`config.mk`:
```
export PLATFORM = sky130hd
export DESIGN_NAME = cmp_cond_path
export DESIGN_NICKNAME = d
export VERILOG_FILES = /design/src/rtl/cmp_pkg.sv /design/src/rtl/cmp_sync.sv /design/src/rtl/cmp_filter.sv /design/src/rtl/cmp_edge_flags.sv /design/src/rtl/cmp_cond_path.sv
export SDC_FILE = /design/constraint.sdc
export NUM_CORES = 1
export LEC_CHECK = 0
export ABC_CLOCK_PERIOD_IN_PS = 1500
export BUFFER_PORTS_ARGS = -buffer_cell sky130_fd_sc_hd__buf_2
export CORE_ASPECT_RATIO = 0.9
export CORE_MARGIN = 1
export CORE_UTILIZATION = 30
export DETAILED_ROUTE_END_ITERATION = 8
export PLACE_DENSITY = 0.62
export SETUP_SLACK_MARGIN = 0.05
export SYNTH_ARGS = -nofsm -noshare
export SYNTH_HDL_FRONTEND = slang
export SYNTH_SLANG_ARGS = --single-unit
export TNS_END_PERCENT = 20
```
`constraint.sdc`:
```
create_clock -name clk -period 1.5 [get_ports clk]
set_input_delay 0.3 -clock clk [delete_from_list [all_inputs] [get_ports clk]]
set_output_delay 0.3 -clock clk [all_outputs]
set_load 0.01 [all_outputs]
```
`src/rtl/cmp_pkg.sv`:
```
// Shared types for the comparator conditioning path.
// Assumes the stored control field order matches control word bits 12..1.
package cmp_pkg;
    typedef struct packed {
        logic       ref_sw;     // bit 12: software drives reference select
        logic       ref_lvl;    // bit 11: software reference level
        logic       enable;     // bit 10
        logic [1:0] pwr;        // bits 9:8
        logic [1:0] dly;        // bits 7:6
        logic       exch;       // bit 5
        logic       shrt;       // bit 4
        logic       edge_sel;   // bit 3
        logic       filt_en;    // bit 2
        logic       pol;        // bit 1
    } ctrl_t;

    localparam int CTRL_W = $bits(ctrl_t);
endpackage

```
`src/rtl/cmp_sync.sv`:
```
// Multi-stage synchronizer for the asynchronous comparator result.
// Assumes the input is level-like and may change at any time.
module cmp_sync #(
    parameter int STAGES = 2
) (
    input  logic clk,
    input  logic rst_n,
    input  logic din,
    output logic dout
);
    logic [STAGES-1:0] chain_q;

    // Shift the raw level through the stage chain.
    always_ff @(posedge clk) begin
        if (!rst_n) chain_q <= '0;
        else        chain_q <= {chain_q[STAGES-2:0], din};
    end

    assign dout = chain_q[STAGES-1];
endmodule

```
`src/rtl/cmp_filter.sv`:
```
// Settle filter: commits a new level only after the input has differed from
// the held level for BASE<<dly consecutive clocks. When inactive, it follows
// the input with one register of delay. Cleared while the path is disabled.
module cmp_filter #(
    parameter int BASE = 4
) (
    input  logic       clk,
    input  logic       rst_n,
    input  logic       en,
    input  logic       active,
    input  logic [1:0] dly,
    input  logic       din,
    output logic       dout
);
    localparam int MAXC  = BASE * 8;
    localparam int CNT_W = $clog2(MAXC + 1);

    logic [CNT_W-1:0] cnt_q;
    logic [CNT_W-1:0] lim;
    logic             lvl_q;

    // Selected settle count (doubles per delay step).
    always_comb lim = CNT_W'(BASE) << dly;

    // Count consecutive differing cycles and commit at the limit.
    always_ff @(posedge clk) begin
        if (!rst_n || !en) begin
            cnt_q <= '0;
            lvl_q <= 1'b0;
        end else if (!active) begin
            cnt_q <= '0;
            lvl_q <= din;
        end else if (din == lvl_q) begin
            cnt_q <= '0;
        end else if (cnt_q == lim - 1'b1) begin
            cnt_q <= '0;
            lvl_q <= din;
        end else begin
            cnt_q <= cnt_q + 1'b1;
        end
    end

    assign dout = lvl_q;


    filt_hold_chk: assert property (@(posedge clk) disable iff (!rst_n)
        (en && active && (din != lvl_q) && (cnt_q != lim - 1'b1)) |=> $stable(lvl_q));


    cnt_bound_chk: assert property (@(posedge clk) disable iff (!rst_n)
        (cnt_q < lim) || (cnt_q == '0));
endmodule

```
`src/rtl/cmp_edge_flags.sv`:
```
// Two sticky interrupt flags on opposite edges of (level XOR edge_sel).
// A change of edge_sel is thus seen as an edge. A set event wins over a clear.
// Assumes level is 0 whenever en is 0.
module cmp_edge_flags (
    input  logic clk,
    input  logic rst_n,
    input  logic en,
    input  logic level,
    input  logic edge_sel,
    input  logic clr_main,
    input  logic clr_inv,
    output logic flag_main,
    output logic flag_inv
);
    logic trig, trig_q, set_main, set_inv;

    // Trigger level and its edges.
    always_comb begin
        trig     = level ^ edge_sel;
        set_main = en &  trig & ~trig_q;
        set_inv  = en & ~trig &  trig_q;
    end

    // Remember the trigger level and keep the flags sticky.
    always_ff @(posedge clk) begin
        if (!rst_n) begin
            trig_q    <= 1'b0;
            flag_main <= 1'b0;
            flag_inv  <= 1'b0;
        end else begin
            trig_q    <= trig;
            flag_main <= (flag_main & ~clr_main) | set_main;
            flag_inv  <= (flag_inv  & ~clr_inv)  | set_inv;
        end
    end


    off_no_set_chk: assert property (@(posedge clk) disable iff (!rst_n)
        (!en && !flag_main && !flag_inv) |=> (!flag_main && !flag_inv));


    sticky_main_chk: assert property (@(posedge clk) disable iff (!rst_n)
        (flag_main && !clr_main) |=> flag_main);


    set_wins_chk: assert property (@(posedge clk) disable iff (!rst_n)
        (set_main || set_inv) |=> (flag_main || flag_inv));
endmodule

```
`src/rtl/cmp_cond_path.sv`:
```
// Top of the comparator conditioning path: control register, synchronizer,
// exchange, settle filter, polarity, reference select and edge flags.
// Assumes cmp_raw is asynchronous and reg_wr is a single-cycle strobe.
module cmp_cond_path #(
    parameter int FILT_BASE   = 4,
    parameter int SYNC_STAGES = 2
) (
    input  logic        clk,
    input  logic        rst_n,
    input  logic        cmp_raw,
    input  logic        reg_wr,
    input  logic [15:0] reg_wdata,
    output logic [15:0] reg_rdata,
    input  logic        clr_main,
    input  logic        clr_inv,
    input  logic [1:0]  rsrc_mode,
    output logic        cmp_out,
    output logic        flag_main,
    output logic        flag_inv,
    output logic        in_swap,
    output logic        in_short,
    output logic        ref_sel
);
    import cmp_pkg::*;

    ctrl_t ctrl_q;
    logic  sync_lvl, exch_lvl, filt_lvl, filt_active;
    logic  unused_wbits;

    assign unused_wbits = ^{reg_wdata[15:13], reg_wdata[0]};

    // Hold the writable control fields.
    always_ff @(posedge clk) begin
        if (!rst_n)      ctrl_q <= '0;
        else if (reg_wr) ctrl_q <= ctrl_t'(reg_wdata[CTRL_W:1]);
    end

    cmp_sync #(.STAGES(SYNC_STAGES)) u_sync (
        .clk(clk), .rst_n(rst_n), .din(cmp_raw), .dout(sync_lvl)
    );

    // Exchange inversion and filter gating by power mode.
    always_comb begin
        exch_lvl    = sync_lvl ^ ctrl_q.exch;
        filt_active = ctrl_q.filt_en & ~ctrl_q.pwr[1];
    end

    cmp_filter #(.BASE(FILT_BASE)) u_filt (
        .clk(clk), .rst_n(rst_n), .en(ctrl_q.enable), .active(filt_active),
        .dly(ctrl_q.dly), .din(exch_lvl), .dout(filt_lvl)
    );

    // Output polarity, analog controls, reference select and readback.
    always_comb begin
        cmp_out   = ctrl_q.enable & (filt_lvl ^ ctrl_q.pol);
        in_swap   = ctrl_q.exch;
        in_short  = ctrl_q.shrt;
        ref_sel   = (rsrc_mode == 2'b11) ? 1'b0
                  : (ctrl_q.ref_sw ? ctrl_q.ref_lvl : cmp_out);
        reg_rdata = {3'b000, ctrl_q, cmp_out};
    end

    cmp_edge_flags u_flags (
        .clk(clk), .rst_n(rst_n), .en(ctrl_q.enable), .level(cmp_out),
        .edge_sel(ctrl_q.edge_sel), .clr_main(clr_main), .clr_inv(clr_inv),
        .flag_main(flag_main), .flag_inv(flag_inv)
    );


    rd_mirror_chk: assert property (@(posedge clk) disable iff (!rst_n)
        (reg_rdata[0] == cmp_out) && (reg_rdata[15:13] == 3'b000));
endmodule

```
==> results.py <==
metrics = {
    "status": {
        "outcome": "finished, violations left",
        "violations": "negative setup slack",
    },
    "sta": {
        "tns_ns": -0.222,
        "rsz0062_at_grt": "true",
        "clock_skew_ns": 0.00553,
        "setup_viol_count_final": 3,
        "fin_crit_ns": 1.59,
        "fmax_ghz": 0.629,
        "fin_crit_sh_pct": 106,
        "fin_ws_ns": -0.0895,
        "slew_violations": 0,
        "hold_viol_final": 0,
    },
    "place": {
        "placed_area_sq_um": 1320,
        "post-dp-hpwl_um": 1580,
        "gp_congestion": 0.720,
        "port_buffers": 38,
    },
    "drt": {
        "via_count": 854,
        "drc": 0,
        "wl_per_cell_um": 10.8,
        "vias_per_cell": 4.29,
        "wl_um": 2140,
        "antenna_left": 0,
        "drt_first_iter_violations": 6,
        "firstDrtPassIters": 4,
    },
    "clocking": {
        "cts_sinks": 24,
        "ctsHoldBuffers": 0,
        "tritoncts": "done",
        "cts.htree.levels": 1,
        "cts_buffers": 3,
        "insertion_delay_ns": 0.26,
        "clk_path_buf_depth": 2,
        "cts-root-buf": "clkbuf_8",
        "cts.clk_slew.worst_paths_ns": 0.09,
    },
    "yosys": {
        "syn_inst": 111,
        "avgSynthCellArea_sq_um": 9.81,
        "ys_seq_area_share_pct": 44.1,
        "yosysWarnings": 0,
        "synth_top_cell_by_area": "dfxtp_1",
        "synth_top_area_share_pct": 44.1,
        "synth_cell_type_count": 29,
        "ys_top_cells_by_area": "dfxtp_1 44%, mux2i_1 11%, nor2b_1 7.5%",
        "synth-seq-cells": 24,
        "syn_area_sq_um": 1090,
    },
    "critical_path": {
        "crit_type": "reg2out",
        "reg2reg_slack_ns": 0.07,
        "path_cells": "xor2_1 > nand2_1 > buf_4 > buf_6 > inv_1 > buf_2",
        "endpoint_kind": "output pin",
        "cp.arrival_ns": 1.29,
        "slowest_delay_ns": 0.34,
        "crit_path_top_delay_cell": "dfxtp_2",
        "cp.required_ns": 1.20,
        "crit_fanout": 2,
        "crit_path_start_kind": "flop",
    },
    "final_layout": {
        "diodes": 0,
        "drive_gt1_share_pct": 45.8,
        "stdcell_area_sq_um": 1450,
        "syn_to_final_growth_pct": 33.4,
        "finalNetCount": 181,
        "mostFrequentLayoutCells": "38 x buf_2, 19 x dfxtp_1, 13 x nor2b_1",
        "mostFrequentLayoutCell": "buf_2",
        "num-fill-cells": 333,
    },
    "floorplan": {
        "die_y_um": 59.1,
        "die_x_um": 65.5,
        "num_rows": 20,
        "core_sq_um": 3430,
        "pin_count": 46,
        "die_area_sq_um": 3870,
        "initial_core_util_pct": 31.8,
    },
    "pwr": {
        "power_density_nw_per_um2": 958,
        "peakVddDrop_mv": 0.595,
        "power.leakage_nw": 0.675,
    },
    "global_routing": {
        "grt_pass1_vias": 799,
        "grt-ovfl-total": 0,
        "antenna_found_initial": 0,
        "grt_pass1_wl_um": 3590,
        "grt_max_degree": 21,
        "grt_use_total_pct": 12.2,
    },
    "hold_path": {
        "min_path_type": "in2reg",
    },
    "run": {
        "maxCapViolations": 0,
    },
}
final timing paths:
check | cells after the start | from | end
hold / removal | 2 | clr_main | u_flags.flag_main
setup reg to reg | 6 | u_filt.cnt_q[2] | u_filt.dout
setup / recovery | 6 | reg_rdata[1] | reg_rdata[0]
hold reg to reg | 1 | u_sync.chain_q[0] | u_sync.chain_q[1]
repair_timing:
action	in CTS	in global routing
buffers inserted	3	1
setup endpoints to repair	10	10
pin swaps	2	7
gates resized for setup	4	5
layer usage:
layer / GRT usage, % / vias to the layer above / share of wire (%)
li1: - / 442 / -
met1: 16.0 / 383 / 45
met2: 20.2 / 27 / 50
met3: 2.50 / 2 / 4.4
met4: 3.73 / 0 / 0.84
met5: 0 / - / 0
stage by stage:
| stage | setup WS (ns) | std cells | utilization, % | hold slack, ns | total power, W |
|---|---|---|---|---|---|
| floorplan | 0.0445 | 113 | - | 0.399 | 0.000789 |
| global placement | -0.0246 | 191 | 38.5 | 0.418 | 0.000837 |
| detailed placement | -0.0631 | 191 | 38.5 | 0.427 | 0.000841 |
| CTS | -0.0643 | 198 | 41.8 | 0.209 | 0.00140 |
| global route | -0.200 | 199 | 42.4 | 0.203 | 0.00146 |
| finish | -0.0895 | 199 | 42.4 | 0.213 | 0.00139 |
cell families after synthesis:
kind of cell | Yosys count | share of synthesized area (%)
DFF | 24 | 44.1
muxes | 12 | 11.0
buffers and inverters | 16 | 9.08
AOI/OAI and AO/OA | 8 | 5.98
adders and majority gates | 1 | 1.15
other | 1 | 0.344
xor gates and xnor gates | 8 | 6.44
and+or+nand+nor | 41 | 21.8
worst max-delay path, delay by kind of cell (launching register included):
kind | cells | cell delay [ns]
buffers and inverters | 4 | 0.43
flip-flops | 1 | 0.34
AND/OR/NAND/NOR | 1 | 0.11
XOR/XNOR | 1 | 0.14
Yosys cell counts:
cell type	number
nor2_1	4
dfxtp_1	24
xnor2_1	3
nand2b_1	2
o2bb2ai_1	1
conb_1	1
nand2_1	5
nor3b_1	1
ha_1	1
a22oi_2	1
a2111oi_2	1
buf_4	8
nor2_2	6
mux2i_1	12
nand3_1	2
nand4_1	3
and2_4	1
nor2b_1	13
o21ai_0	1
nand4b_1	1
buf_2	1
or3_1	1
and2_1	2
o32ai_1	1
xor2_1	5
a21oi_1	3
inv_1	4
buf_6	1
clkbuf_1	2
power breakdown:
group / internal (W) / switching, W
Combinational: 0.0000793 / 0.0000725
Sequential: 0.000662 / 0.0000193
Clock: 0.000356 / 0.000202
registers in the layout, indices dropped and copies added (netlist names):
name,count
in_short,1
u_filt.cnt_q,6
u_flags.flag_inv,1
u_filt.dout,1
reg_rdata,10
u_flags.flag_main,1
u_flags.trig_q,1
in_swap,1
u_sync.chain_q,2
cell type report:
class                   instances  area (sq um)  area share (%)
multi-input cells              73           541            37.2
clock inverters                 1          30.0            2.07
clock buffers                   3          41.3            2.84
repair buffers                 50           284            19.6
inverters                       4          15.0            1.03
well taps                      44          55.1            3.79
flip-flops and latches         24           487            33.5
No activity file was read; power rests on OpenSTA's default activity.
